$ cat config.mk
export PLATFORM = sky130hd
export DESIGN_NAME = masked_andxor
export DESIGN_NICKNAME = d
export VERILOG_FILES = /design/src/rtl/axg_pkg.sv /design/src/rtl/axg_terms.sv /design/src/rtl/axg_bank.sv /design/src/rtl/axg_compress.sv /design/src/rtl/masked_andxor.sv
export SDC_FILE = /design/constraint.sdc
export NUM_CORES = 1
export LEC_CHECK = 0
export BUFFER_PORTS_ARGS = -buffer_cell sky130_fd_sc_hd__buf_4
export CORE_AREA = 2 2 39 41
export DETAILED_ROUTE_END_ITERATION = 12
export DIE_AREA = 0 0 41 43
export GPL_TIMING_DRIVEN = 1
export SYNTH_ARGS = -nofsm -noshare
export SYNTH_HDL_FRONTEND = slang
export SYNTH_SLANG_ARGS = --single-unit
$ cat constraint.sdc
create_clock -name clk -period 1 [get_ports clk]
set_input_delay 0.1 -clock clk [delete_from_list [all_inputs] [get_ports clk]]
set_output_delay 0.1 -clock clk [all_outputs]
set_load 0.01 [all_outputs]
$ cat src/rtl/axg_pkg.sv
package axg_pkg;
  // Number of registered partial-product terms for a given share count.
  function automatic int term_count(input int shares);
    return (shares == 2) ? 4 : shares;
  endfunction
endpackage

$ cat src/rtl/axg_terms.sv
module axg_terms #(
  parameter int SHARES = 2,
  parameter int NTERM  = axg_pkg::term_count(SHARES)
) (
  input  logic [SHARES-1:0] a,
  input  logic [SHARES-1:0] b,
  input  logic [SHARES-1:0] c,
  output logic [NTERM-1:0]  t
);
  generate
    if (SHARES == 2) begin : g_two
      // Each term touches exactly one share of each operand.
      assign t[0] = (a[0] & b[0]) ^ c[0];
      assign t[1] =  a[0] & b[1];
      assign t[2] =  a[1] & b[0];
      assign t[3] = (a[1] & b[1]) ^ c[1];
    end else begin : g_three
      for (genvar i = 0; i < 3; i++) begin : g_term
        localparam int J = (i + 1) % 3;
        localparam int K = (i + 2) % 3;
        // Term i never sees share i of any operand.
        assign t[i] = (a[J] & b[J]) ^ (a[J] & b[K]) ^ (a[K] & b[J]) ^ c[J];
      end
    end
  endgenerate
endmodule

$ cat src/rtl/axg_bank.sv
module axg_bank #(
  parameter int W = 4
) (
  input  logic         clk,
  input  logic         rst_n,
  input  logic         load,
  input  logic [W-1:0] d,
  output logic [W-1:0] q
);
  always_ff @(posedge clk) begin
    if (!rst_n)    q <= '0;
    else if (load) q <= d;
  end
endmodule

$ cat src/rtl/axg_compress.sv
module axg_compress #(
  parameter int SHARES = 2,
  parameter int NTERM  = axg_pkg::term_count(SHARES)
) (
  input  logic [NTERM-1:0]  t,
  output logic [SHARES-1:0] z
);
  generate
    if (SHARES == 2) begin : g_fold
      assign z[0] = t[0] ^ t[1];
      assign z[1] = t[2] ^ t[3];
    end else begin : g_pass
      assign z = t;
    end
  endgenerate
endmodule

$ cat src/rtl/masked_andxor.sv
module masked_andxor #(
  parameter int SHARES = 2
) (
  input  logic              clk,
  input  logic              rst_n,
  input  logic              in_valid,
  output logic              in_ready,
  input  logic [SHARES-1:0] a_sh,
  input  logic [SHARES-1:0] b_sh,
  input  logic [SHARES-1:0] c_sh,
  output logic              out_valid,
  input  logic              out_ready,
  output logic [SHARES-1:0] z_sh
);
  localparam int NTERM = axg_pkg::term_count(SHARES);

  logic [NTERM-1:0] term_d;
  logic [NTERM-1:0] term_q;
  logic             load;

  assign in_ready = !out_valid || out_ready;
  assign load     = in_valid && in_ready;

  axg_terms #(.SHARES(SHARES), .NTERM(NTERM)) terms_i (
    .a(a_sh), .b(b_sh), .c(c_sh), .t(term_d)
  );

  axg_bank #(.W(NTERM)) bank_i (
    .clk(clk), .rst_n(rst_n), .load(load), .d(term_d), .q(term_q)
  );

  axg_compress #(.SHARES(SHARES), .NTERM(NTERM)) fold_i (
    .t(term_q), .z(z_sh)
  );

  always_ff @(posedge clk) begin
    if (!rst_n)        out_valid <= 1'b0;
    else if (in_ready) out_valid <= in_valid;
  end

  // recombined output matches the function of the accepted beat
  a_r1_r2_recombine: assert property (@(posedge clk) disable iff (!rst_n)
    (in_valid && in_ready) |=>
      ((^z_sh) == $past((^c_sh) ^ ((^a_sh) & (^b_sh)))));

  // an accepted beat is presented on the next cycle
  a_r3_latency: assert property (@(posedge clk) disable iff (!rst_n)
    (in_valid && in_ready) |=> out_valid);

  // a stalled result holds its shares and its valid
  a_r7_stall_hold: assert property (@(posedge clk) disable iff (!rst_n)
    (out_valid && !out_ready) |=> (out_valid && $stable(z_sh)));

  // the result leaves only when the consumer takes it
  a_r9_drain: assert property (@(posedge clk) disable iff (!rst_n)
    $fell(out_valid) |-> $past(out_ready));
endmodule

==> results.txt, run 1 <==
----------------------------------------------------
[Job]
  Max-Cap Viols ... 0

[STA]
  Final setup violation count ... 1
  Clock tree skew after final layout ... 0.00146 ns
  Transition time at the pin with the least slew margin ... 0.176 ns
  Number of max-slew violations in the final report ... 0
  Unrepaired setup endpoints after global routing ... true
  Final min period ... 1.01 ns
  Post-route clock period utilization ... 101%
  Total Negative Setup Slacks ... -0.0100 ns
  Max Freq ... 990 MHz
  Worst setup margin ... -0.0100 ns
  Hold Violations, Final ... 0
  Worst max-slew margin expressed relative to the limit ... 88.3%

[CTS]
  Worst-Skew Late Latency ... 0.25 ns
  Buffer cell driving the clock tree root ... sky130_fd_sc_hd__clkbuf_4
  TritonCTS buffer count ... 3
  Clock input transition at the sequential cells of the worst setup and hold paths ... 0.05 ns
  H-Tree Level Count ... 1
  Clock sink total ... 5
  Clock tree from TritonCTS ... yes
  Clock tree buffer depth ... 2

[Layout]
  Fraction of final layout cells sized beyond drive strength 1 ... 60.0%
  Total area of sequential cells ... 106 um^2
  Nets ... 56
  Number of standard cells in the final layout excluding fillers ... 61
  Core utilization of the finished layout ... 30.1%
  Area of all placed cells without fillers ... 417 um^2
  Number of diodes added for antenna fixing ... 0
  Layout area overhead ... 79.0%
  Footprint of the multi-input gates ... 134 um^2
  Number of fill cells ... 154

[Pwr]
  Power density over the cells ... 1410 nW/um^2
  Total leakage power ... 0.191 nW
  Seq pwr share ... 38.0%
  Relative contribution of combinational cells to total power ... 20.5%
  Largest voltage drop on the vdd net ... 456 uV
  Part of the power in the clock network ... 41.5%
  Internal power ... 0.435 mW
  Power spent charging and discharging nets ... 0.152 mW
  Switching part of the total power ... 25.8%

[Placed design]
  Number of cells in the design after placement ... 55
  I/O Buffers ... 13
  Post-Place Cell Area ... 350 um^2
  RD Place Congestion ... 0.745

[Min path]
  HP Start ... in_valid
  Type of the worst min-delay path ... in -> reg
  Hold Path End ... bank_i.q[3]$_SDFFE_PN0P_
  Number of stages on the worst hold path ... 2

[Synth]
  Flop and latch count out of synthesis ... 5
  Cell count after synthesis ... 26
  Number of library cell types mapped by synthesis ... 10
  Ys Warns ... 0
  Cell Area, Synth ... 233 um^2
  Number of nets produced by synthesis ... 36
  Sequential-to-total area share from yosys stat ... 43.0%
  Per-instance average area after synthesis ... 8.95 um^2

[Worst setup path]
  R2r endpoint ... bank_i.q[2]$_SDFFE_PN0P_
  CP Data Required Time ... 0.90 ns
  Sort of element at the start of the critical path ... flip-flop
  Number of cells on the worst reg-to-reg path ... 5
  Max Fanout on Critical Path ... 6
  Beginning of the worst register-to-register path ... out_valid$_SDFFE_PN0P_
  Data arrival, critical path ... 0.91 ns
  Slowest stage cell on the critical path ... sky130_fd_sc_hd__dfxtp_2
  Maximum cell stage delay along the critical path ... 0.32 ns
  Crit end category ... output pin
  Critical Path, Cell by Cell ... nor2b_4, inv_4, buf_6
  R2R setup slack ... 0.05 ns
  Count of buffering cells on the critical path with inverters included ... 2
  Type of the worst setup path ... reg -> out
  Crit-path leading delay family ... flip-flops

[Status]
  Result of the run ... finished, violations left
  Failing checks ... setup timing

[Global routing]
  Gr ovfl total ... 0
  Number of antenna violations at the first check in global routing ... 0
  Via count of the first global-routing pass ... 243
  Global-route wire length before repair ... 897 um
  Pin count of the biggest net entering global routing ... 8
  Global-route usage over all layers ... 7.95%

[Routing]
  Number of detailed-route iterations in the first pass ... 4
  Final WL ... 547 um
  DR DRC count ... 0
  Via density per instance ... 4.26
  Number of nets still failing antenna checks after routing ... 0
  Number of vias after detailed routing ... 260
  Violation count after the first detailed-route iteration ... 3
  Wire length per cell after detailed routing ... 8.97 um

[Floorplanning]
  Die boundary width ... 41 um
  Std-Cell Rows ... 14
  Die height ... 43 um
  CORE AREA ... 1380 um^2
  I/O pin total ... 14
  Die outline area ... 1760 um^2
  Starting utilization of the core area ... 16.8%

----------------------------------------------------
how the worst max path moves through the flow:
stage | start | endpoint | slack [ns] | cells after the start
6_report | out_valid$_SDFFE_PN0P_ | in_ready | -0.01 | 3
5_1_grt | out_valid$_SDFFE_PN0P_ | in_ready | -0.05 | 3
4_1_cts | out_valid$_SDFFE_PN0P_ | in_ready | -0.02 | 3
3_5_place_dp | out_valid$_SDFFE_PN0P_ | bank_i.q[0]$_SDFFE_PN0P_ | 0.06 | 4
3_3_place_gp | out_valid$_SDFFE_PN0P_ | bank_i.q[3]$_SDFFE_PN0P_ | 0.08 | 4
2_1_floorplan | out_valid$_SDFFE_PN0P_ | bank_i.q[0]$_SDFFE_PN0P_ | 0.06 | 4
cell usage after synthesis, drive strengths merged:
| cell type | n | area (um^2) |
|---|---|---|
| a311oi | 2 | 17.5 |
| a21oi | 5 | 25.0 |
| xor2 | 4 | 35.0 |
| nand2 | 2 | 7.51 |
| o21ai | 2 | 10.0 |
| nor2b | 1 | 13.8 |
| dfxtp | 5 | 100 |
| inv | 3 | 11.3 |
| nand4 | 2 | 12.5 |
metal layers:
layer / up-vias / part of all wire [%] / global-route usage [%]
met5: - / 0 / 0
met4: 0 / 4.2 / 10.0
met3: 3 / 9.5 / 2.09
met2: 16 / 43 / 9.38
met1: 111 / 43 / 9.71
li1: 130 / - / -
cell type report:
cell class / instances / area share, %
Clock buffer: 4 / 6.31
Tap cell: 16 / 4.80
Multi-Input combinational cell: 18 / 32.1
Sequential cell: 5 / 25.5
Inverter: 3 / 3.30
Timing Repair Buffer: 15 / 27.9
timing repair:
| item | CTS | global route |
|---|---|---|
| pin swaps | 1 | 6 |
| gates resized for setup | 3 | 6 |
| hold buffers | 0 | 0 |
| endpoints found under the setup margin | 1 | 7 |
| buffers inserted | 2 | 0 |
worst reg2reg max path, cell delays in order, from the launching register on:
cell	delay [ns]
sky130_fd_sc_hd__dfxtp_2	0.32
sky130_fd_sc_hd__nor2b_4	0.17
sky130_fd_sc_hd__inv_4	0.06
sky130_fd_sc_hd__buf_4	0.13
sky130_fd_sc_hd__nand4_1	0.08
sky130_fd_sc_hd__a21oi_1	0.07
placed cells by master (no fill, tap or decap):
cell type / instances
sky130_fd_sc_hd__buf_4: 14
sky130_fd_sc_hd__a21oi_1: 5
sky130_fd_sc_hd__dfxtp_2: 5
sky130_fd_sc_hd__xor2_1: 4
sky130_fd_sc_hd__clkbuf_4: 3
sky130_fd_sc_hd__inv_1: 2
sky130_fd_sc_hd__nand2_1: 2
sky130_fd_sc_hd__a311oi_2: 2
sky130_fd_sc_hd__o21ai_0: 2
sky130_fd_sc_hd__nand4_1: 2
sky130_fd_sc_hd__nor2b_4: 1
sky130_fd_sc_hd__inv_4: 1
sky130_fd_sc_hd__clkbuf_1: 1
sky130_fd_sc_hd__buf_6: 1
power by group through the flow:
stage                     logic (mW)  registers (mW)  clock network (mW)
after floorplan               0.0439           0.224                   0
after global placement         0.105           0.224                   0
after detailed placement       0.106           0.224                   0
after CTS                      0.114           0.221               0.246
after global routing           0.132           0.224               0.257
final                          0.120           0.223               0.244
cells by family (layout without fill, tap and decap cells):
logic type | count (synthesis) | in the layout | synth area share, %
buf+inv | 3 | 22 | 4.84
flops | 5 | 5 | 43.0
xor+xnor | 4 | 4 | 15.1
simple gates | 5 | 5 | 14.5
compound gates | 9 | 9 | 22.6
flip-flops by register name, indices dropped and copies added (netlist names):
name and flops:
bank_i.q 4, out_valid 1
stage by stage:
stage	power [mW]	hold slack, ns	setup WS, ns
final	0.587	0.118	-0.0100
after global routing	0.613	0.130	-0.0537
after floorplan	0.268	0.210	0.0637
after CTS	0.581	0.0959	-0.0195
after detailed placement	0.330	0.356	0.0646
after global placement	0.329	0.351	0.0781
Note: power is estimated with default switching activity, not from simulation.
==> inputs of run 2 (changes only) <==
--- a/config.mk
+++ b/config.mk
@@ -5,6 +5,7 @@
 export SDC_FILE = /design/constraint.sdc
 export NUM_CORES = 1
 export LEC_CHECK = 0
+export ABC_AREA = 1
 export BUFFER_PORTS_ARGS = -buffer_cell sky130_fd_sc_hd__buf_4
 export CORE_AREA = 2 2 39 41
 export DETAILED_ROUTE_END_ITERATION = 12
==> run 2 against run 1 <==
The flow now finishes without violations. Largest cell class unchanged. Worst setup slack improved by 0.066 ns. Clock-buffer cell count unchanged. Global-route usage up 0.58 points. Synthesized area is 19% higher. Sequential cell count unchanged. Sequential power is 3% higher. First-iteration DRC count fell by 33%. Critical endpoint is now z_sh[0]. Critical path type unchanged.
==> results.txt, run 2 <==
----------------------------------------------------
[CTS]
  TritonCTS buffer count ... 3 (unchanged)
  Worst-Skew Late Latency ... 0.24 ns (about the same)
  CTS Hold Bufs ... 0 (unchanged)
  Clock sink total ... 5 (unchanged)
  H-Tree Level Count ... 1 (unchanged)
  Clock input transition at the sequential cells of the worst setup and hold paths ... 0.04 ns (about the same)
  Buffer cell driving the clock tree root ... sky130_fd_sc_hd__clkbuf_4
  Clock tree from TritonCTS ... yes
  Count of cells resized by post-cts repair ... 0 (-3)
  Clock tree buffer depth ... 2 (unchanged)
  Number of buffers inserted to repair setup after CTS ... 0 (-2)

[Min path]
  Type of the worst min-delay path ... in -> reg
  Hold Path End ... bank_i.q[1]$_SDFFE_PN0P_
  HP Start ... rst_n
  Number of stages on the worst hold path ... 3 (+1)

[Pwr]
  Part of the power in the clock network ... 39.4% (-2.1 points)
  Relative contribution of combinational cells to total power ... 22.0% (+1.5 points)
  Internal power ... 0.440 mW (+0.94%)
  Total leakage power ... 0.248 nW (+30%)
  Seq pwr share ... 38.6% (+0.6 points)
  Largest voltage drop on the vdd net ... 384 uV (-16%)
  Power spent charging and discharging nets ... 0.154 mW (+1.5%)
  Switching part of the total power ... 26.0% (+0.11 points)
  Power density over the cells ... 1400 nW/um^2 (-1.0%)

[Worst setup path]
  CP Data Required Time ... 0.90 ns (about the same)
  Count of buffering cells on the critical path with inverters included ... 1 (-1)
  Maximum cell stage delay along the critical path ... 0.32 ns (about the same)
  R2r endpoint ... bank_i.q[3]$_SDFFE_PN0P_
  Crit end category ... output pin
  Slowest stage cell on the critical path ... sky130_fd_sc_hd__dfxtp_2
  Source of the critical timing path ... bank_i.q[1]$_SDFFE_PN0P_
  Sort of element at the start of the critical path ... flip-flop
  Number of cells on the worst reg-to-reg path ... 5 (unchanged)
  Crit-path leading delay family ... flip-flops
  Type of the worst setup path ... reg -> out
  Beginning of the worst register-to-register path ... out_valid$_SDFFE_PN0P_
  Critical Path, Cell by Cell ... xor2_1, buf_4
  Max Fanout on Critical Path ... 2 (-4)
  Data arrival, critical path ... 0.84 ns (-0.07 ns)
  R2R setup slack ... 0.21 ns (+0.16 ns)

[Routing]
  Final WL ... 534 um (-2.4%)
  Wire length per cell after detailed routing ... 7.03 um (-22%)
  Number of vias after detailed routing ... 289 (+11%)
  Via density per instance ... 3.80 (-11%)
  Number of detailed-route iterations in the first pass ... 2 (-2)
  Number of nets still failing antenna checks after routing ... 0 (unchanged)
  Violation count after the first detailed-route iteration ... 2 (-1)
  DR DRC count ... 0 (unchanged)

[Synth]
  Most common cell in the netlist ... sky130_fd_sc_hd__nand2_1
  Top cell type by total area after synthesis ... sky130_fd_sc_hd__dfxtp_1
  Number of library cell types mapped by synthesis ... 9 (-1)
  Biggest area contributors in the synthesized netlist ... sky130_fd_sc_hd__dfxtp_1, sky130_fd_sc_hd__nand2_1, sky130_fd_sc_hd__inv_1, sky130_fd_sc_hd__nor2_1, sky130_fd_sc_hd__nand2_4
  Post-synth EDFFs ... 0 (unchanged)
  Cell Area, Synth ... 277 um^2 (+19%)
  Ys Warns ... 0 (unchanged)
  Post-synth top area share ... 36.2% (-6.8 points)
  Flop and latch count out of synthesis ... 5 (unchanged)
  Per-instance average area after synthesis ... 6.43 um^2 (-28%)
  Number of nets produced by synthesis ... 53 (+47%)
  Top cells by instance count after synthesis ... sky130_fd_sc_hd__nand2_1, sky130_fd_sc_hd__inv_1, sky130_fd_sc_hd__nor2_1
  Cell count after synthesis ... 43 (+65%)
  Predominant post-synthesis flop cell ... sky130_fd_sc_hd__dfxtp_1
  Share of flip-flops with an asynchronous set or reset ... 0% (unchanged)
  Sequential-to-total area share from yosys stat ... 36.2% (-6.8 points)

[Global routing]
  Global-route wire length before repair ... 897 um (unchanged)
  Gr ovfl total ... 0 (unchanged)
  Via count of the first global-routing pass ... 240 (-1.2%)
  Number of antenna violations at the first check in global routing ... 0 (unchanged)
  Pin count of the biggest net entering global routing ... 8 (unchanged)
  Global-route usage over all layers ... 8.53% (+0.58 points)

[Layout]
  Layout area overhead ... 53.8%
  Nets ... 71 (+27%)
  Registers with the most flip-flops ... bank_i.q: 4 flops, out_valid: 1 flops
  Number of diodes added for antenna fixing ... 0 (unchanged)
  Commonest non-fill, non-tap cells in the layout ... sky130_fd_sc_hd__nand2_1, sky130_fd_sc_hd__buf_4, sky130_fd_sc_hd__inv_1, sky130_fd_sc_hd__nor2_1, sky130_fd_sc_hd__dfxtp_2
  Fraction of final layout cells sized beyond drive strength 1 ... 36.7% (-23 points)
  Number of fill cells ... 159 (+3.2%)
  Core utilization of the finished layout ... 30.7% (+0.63 points)
  Area of all placed cells without fillers ... 425 um^2 (+2.1%)
  Max FFs per register ... 4 (unchanged)
  Commonest non-fill, non-tap cell in the layout ... sky130_fd_sc_hd__nand2_1
  Most flop-heavy register ... bank_i.q

[Floorplanning]
  Die outline area ... 1760 um^2 (unchanged)
  CORE AREA ... 1380 um^2 (unchanged)
  Die boundary width ... 41 um (unchanged)
  Std-Cell Rows ... 14 (unchanged)
  Die height ... 43 um (unchanged)
  Starting utilization of the core area ... 20.0% (+3.2 points)
  I/O pin total ... 14 (unchanged)

[STA]
  Post-route clock period utilization ... 94.4% (-6.6 points)
  Final min period ... 0.944 ns (-0.0659 ns)
  Worst-case hold slack ... 0.114 ns (-0.00399 ns)
  Hold Violations, Final ... 0 (unchanged)
  Final setup violation count ... 0 (-1)
  Total Negative Setup Slacks ... 0 ns (+0.0100 ns)
  Max Freq ... 1060 MHz (+7.0%)
  Clock tree skew after final layout ... 0.00295 ns (+0.00149 ns)
  Number of max-slew violations in the final report ... 0 (unchanged)
  Worst max-slew margin expressed relative to the limit ... 92.0% (+3.7 points)
  Unrepaired setup endpoints after global routing ... true
  Transition time at the pin with the least slew margin ... 0.119 ns (-0.0571 ns)

[Status]
  Result of the run ... finished clean

[Placed design]
  Post-Place Cell Area ... 394 um^2 (+12%)
  I/O Buffers ... 13 (unchanged)
  Sum of net half-perimeters after detailed placement ... 426 um
  RD Place Congestion ... 0.677 (-9.1%)

[Job]
  Max-Cap Viols ... 0 (unchanged)

----------------------------------------------------
==> run 2: changes by cell type after synthesis, sizes merged <==
cell	before	now
xor2	4	2
inv	3	7
a21boi	0	1
a21oi	5	1
nand3	0	3
nor2b	1	0
nand2	2	17
nor2	0	7
nand4	2	0
o21ai	2	0
a311oi	2	0
==> run 2: worst max path at each step <==
stage / endpoint / slack, ns / cells after the start
after floorplan: bank_i.q[0]$_SDFFE_PN0P_ / 0.18 / 5
after global placement: bank_i.q[3]$_SDFFE_PN0P_ / 0.24 / 5
after detailed placement: bank_i.q[0]$_SDFFE_PN0P_ / 0.22 / 5
after CTS: z_sh[1] / 0.02 / 2
after global routing: z_sh[0] / -0.01 / 2
final: z_sh[0] / 0.06 / 2
==> run 2: final cells by class <==
| cell class | count | area (um^2) | area share [%] |
|---|---|---|---|
| clock buffer | 4 | 26.3 | 6.18 |
| inverter | 7 | 26.3 | 6.18 |
| multi-input combinational | 31 | 150 | 35.3 |
| sequential | 5 | 105 | 24.7 |
| tap | 16 | 20.0 | 4.71 |
| timing repair buffer | 13 | 97.6 | 22.9 |
==> run 2: cells by family after synthesis <==
kind of cell	count (synthesis)	synth area share [%]
compound gates	2	4.52
xor+xnor	2	6.34
buf+inv	7	9.50
flops	5	36.2
simple gates	27	43.4
==> run 2: tightest hold or removal path: cells and delay by family <==
kind                   cells  cell delay (ns)
buffers and inverters      1             0.13
AND/OR/NAND/NOR            2             0.09
==> run 2: metrics by stage <==
step / setup WS (ns) / cells / power, mW
after floorplan: 0.183 / 43 / 0.294
after global placement: 0.240 / 72 / 0.361
after detailed placement: 0.217 / 72 / 0.362
after CTS: 0.0182 / 76 / 0.602
after global routing: -0.0106 / 76 / 0.643
final: 0.0559 / 76 / 0.594
==> run 2: power by group through the flow <==
stage                     Clock, mW  Combinational [mW]  Sequential, mW
after floorplan                   0              0.0638           0.230
after global placement            0               0.131           0.230
after detailed placement          0               0.132           0.231
after CTS                     0.243               0.132           0.227
after global routing          0.264               0.147           0.231
final                         0.234               0.131           0.229
==> run 2: metal layers <==
layer  share of wire (%)  GRT usage [%]  vias to the layer above
li1                    -              -                      161
met1                  44           8.97                      112
met2                  41           9.06                       14
met3                  11           5.24                        2
met4                 3.6           12.0                        0
met5                   0              0                        -
==> inputs of run 3 (changes only) <==
--- a/config.mk
+++ b/config.mk
@@ -11,6 +11,7 @@
 export DETAILED_ROUTE_END_ITERATION = 12
 export DIE_AREA = 0 0 41 43
 export GPL_TIMING_DRIVEN = 1
+export PLACE_DENSITY = 0.53
 export SYNTH_ARGS = -nofsm -noshare
 export SYNTH_HDL_FRONTEND = slang
 export SYNTH_SLANG_ARGS = --single-unit
==> run 3 against run 2 <==
Fmax rose by 0.12%. Routed wire length grew 1.5%. Sequential share of layout area is the same. Worst hold slack worse by 0.0044 ns. Worst setup slack improved by 0.0011 ns. Final area is the same. Via count increased by 3.8%. Critical path depth did not move.
==> results.txt, run 3 (synthesis gave the netlist of run 2 again) <==
----------------------------------------------------
[Status]
  Result of the run ... finished clean

[Pwr]
  Largest voltage drop on the vdd net ... 379 uV (-1.4%)
  Relative contribution of combinational cells to total power ... 21.9% (about the same)
  Internal power ... 0.440 mW (about the same)
  Power density over the cells ... 1400 nW/um^2 (+0.22%)
  Part of the power in the clock network ... 39.5% (about the same)
  Total leakage power ... 0.248 nW (unchanged)
  Seq pwr share ... 38.5% (about the same)
  Power spent charging and discharging nets ... 0.155 mW (+0.81%)
  Switching part of the total power ... 26.1% (+0.15 points)

[Global routing]
  Number of antenna violations at the first check in global routing ... 0 (unchanged)
  Met2 routing resource usage after global routing ... 9.38% (+0.31 points)
  Gr ovfl total ... 0 (unchanged)
  Met1 Track Usage GR ... 8.01% (-0.96 points)
  Global-route usage over all layers ... 8.83% (+0.30 points)
  Routing layer with the top usage in global route ... met4
  Grt met3 use ... 4.71% (-0.52 points)
  Via count of the first global-routing pass ... 235 (-2.1%)
  Pin count of the biggest net entering global routing ... 8 (unchanged)
  Global-route wire length before repair ... 862 um (-3.9%)

[Floorplanning]
  CORE AREA ... 1380 um^2 (unchanged)
  Die height ... 43 um (unchanged)
  Die boundary width ... 41 um (unchanged)
  Die outline area ... 1760 um^2 (unchanged)
  I/O pin total ... 14 (unchanged)
  Starting utilization of the core area ... 20.0% (unchanged)
  Std-Cell Rows ... 14 (unchanged)

[CTS]
  Clock tree buffer depth ... 2 (unchanged)
  Worst-Skew Late Latency ... 0.24 ns (about the same)
  Clock tree from TritonCTS ... yes
  Clock sink total ... 5 (unchanged)
  H-Tree Level Count ... 1 (unchanged)
  Buffer cell driving the clock tree root ... sky130_fd_sc_hd__clkbuf_4
  Clock input transition at the sequential cells of the worst setup and hold paths ... 0.04 ns (about the same)
  TritonCTS buffer count ... 3 (unchanged)
  CTS Hold Bufs ... 0 (unchanged)

[Layout]
  Most flop-heavy register ... bank_i.q
  Layout area overhead ... 53.8% (unchanged)
  Nets ... 71 (unchanged)
  Max FFs per register ... 4 (unchanged)
  Total area of sequential cells ... 105 um^2 (unchanged)
  Number of fill cells ... 168 (+5.7%)
  Fraction of final layout cells sized beyond drive strength 1 ... 36.7% (unchanged)
  Commonest non-fill, non-tap cell in the layout ... sky130_fd_sc_hd__nand2_1
  Commonest non-fill, non-tap cells in the layout ... sky130_fd_sc_hd__nand2_1, sky130_fd_sc_hd__buf_4, sky130_fd_sc_hd__inv_1, sky130_fd_sc_hd__nor2_1, sky130_fd_sc_hd__dfxtp_2
  Footprint of the multi-input gates ... 150 um^2 (unchanged)
  Core utilization of the finished layout ... 30.7% (unchanged)
  Number of diodes added for antenna fixing ... 0 (unchanged)
  Registers with the most flip-flops ... bank_i.q: 4 flops, out_valid: 1 flops

[STA]
  Clock tree skew after final layout ... 0.00122 ns (-0.00173 ns)
  Worst max-slew margin expressed relative to the limit ... 92.1% (+0.11 points)
  Max Freq ... 1060 MHz (+0.12%)
  Number of max-slew violations in the final report ... 0 (unchanged)
  Hold Violations, Final ... 0 (unchanged)
  Final setup violation count ... 0 (unchanged)
  Final min period ... 0.943 ns (-0.00115 ns)
  Transition time at the pin with the least slew margin ... 0.117 ns (-0.00169 ns)
  Unrepaired setup endpoints after global routing ... true
  Worst setup margin ... 0.0570 ns (+0.00115 ns)
  Post-route clock period utilization ... 94.3% (-0.11 points)

[Job]
  Max-Cap Viols ... 0 (unchanged)

[Routing]
  Final WL ... 542 um (+1.5%)
  Wire length per cell after detailed routing ... 7.13 um (+1.5%)
  Number of detailed-route iterations in the first pass ... 4 (+2)
  Number of vias after detailed routing ... 300 (+3.8%)
  Violation count after the first detailed-route iteration ... 5 (+3)
  DR DRC count ... 0 (unchanged)
  Number of nets still failing antenna checks after routing ... 0 (unchanged)
  Via density per instance ... 3.95 (+3.8%)

[Worst setup path]
  Sort of element at the start of the critical path ... flip-flop
  CP Data Required Time ... 0.90 ns (about the same)
  Type of the worst setup path ... reg -> out
  Crit end category ... output pin
  Data arrival, critical path ... 0.84 ns (about the same)
  Max Fanout on Critical Path ... 2 (unchanged)

[Placed design]
  Sum of net half-perimeters after detailed placement ... 428 um (+0.66%)
  RD Place Congestion ... 0.643 (-5.0%)
  I/O Buffers ... 13 (unchanged)
  Setup WS pre-CTS ... 0.223 ns (+0.00530 ns)

[Min path]
  Type of the worst min-delay path ... in -> reg

----------------------------------------------------
## run 3: cell counts in the layout (fill, tap and decap cells not counted)
No cell type changed its count.
## run 3: metrics by stage
step                cells  area [um^2]  TNS [ns]  hold WS (ns)  power, mW
finish                 76          425         0         0.110      0.595
global route           76          425  -0.00661         0.107      0.643
CTS                    76          420         0         0.110      0.606
detailed placement     72          394         0         0.368      0.363
global placement       72          394         0         0.364      0.362
floorplan              43          277         0         0.220      0.294
## run 3: path summary, 6_finish.rpt
path | cells past startpoint | from | endpoint | slack (ns)
hold reg to reg | 2 | bank_i.q[2]$_SDFFE_PN0P_ | bank_i.q[2]$_SDFFE_PN0P_ | 0.48
setup / recovery | 2 | bank_i.q[2]$_SDFFE_PN0P_ | z_sh[1] | 0.06
setup reg to reg | 5 | out_valid$_SDFFE_PN0P_ | bank_i.q[0]$_SDFFE_PN0P_ | 0.22
hold / removal | 3 | rst_n | bank_i.q[1]$_SDFFE_PN0P_ | 0.11
## run 3: area by class of cell
type                            count  area share (%)
Multi-Input combinational cell     31            35.3
Sequential cell                     5            24.7
Timing Repair Buffer               13            22.9
Clock buffer                        4            6.18
Inverter                            7            6.18
Tap cell                           16            4.71
## run 3: repair_timing
| action | CTS | global route |
|---|---|---|
| gates resized for setup | 0 | 4 |
| endpoints found under the setup margin | 0 | 2 |
| setup buffers | 0 | 0 |
## run 3: critical path, stage by stage (launching register included)
cell                      delay, ns
sky130_fd_sc_hd__dfxtp_2       0.32
sky130_fd_sc_hd__xor2_1        0.15
sky130_fd_sc_hd__buf_4         0.14
## run 3: per-layer routing
metal / vias up / part of all wire, %
met3: 4 / 10
met4: 0 / 7.7
met2: 14 / 42
li1: 160 / -
met1: 122 / 39
met5: - / 0
## run 3: power by group through the flow
stage	Combinational, mW	Clock, mW	Sequential [mW]
final	0.131	0.235	0.229
after detailed placement	0.132	0	0.231
after global routing	0.146	0.266	0.231
after global placement	0.132	0	0.230
after floorplan	0.0638	0	0.230
after CTS	0.133	0.246	0.227
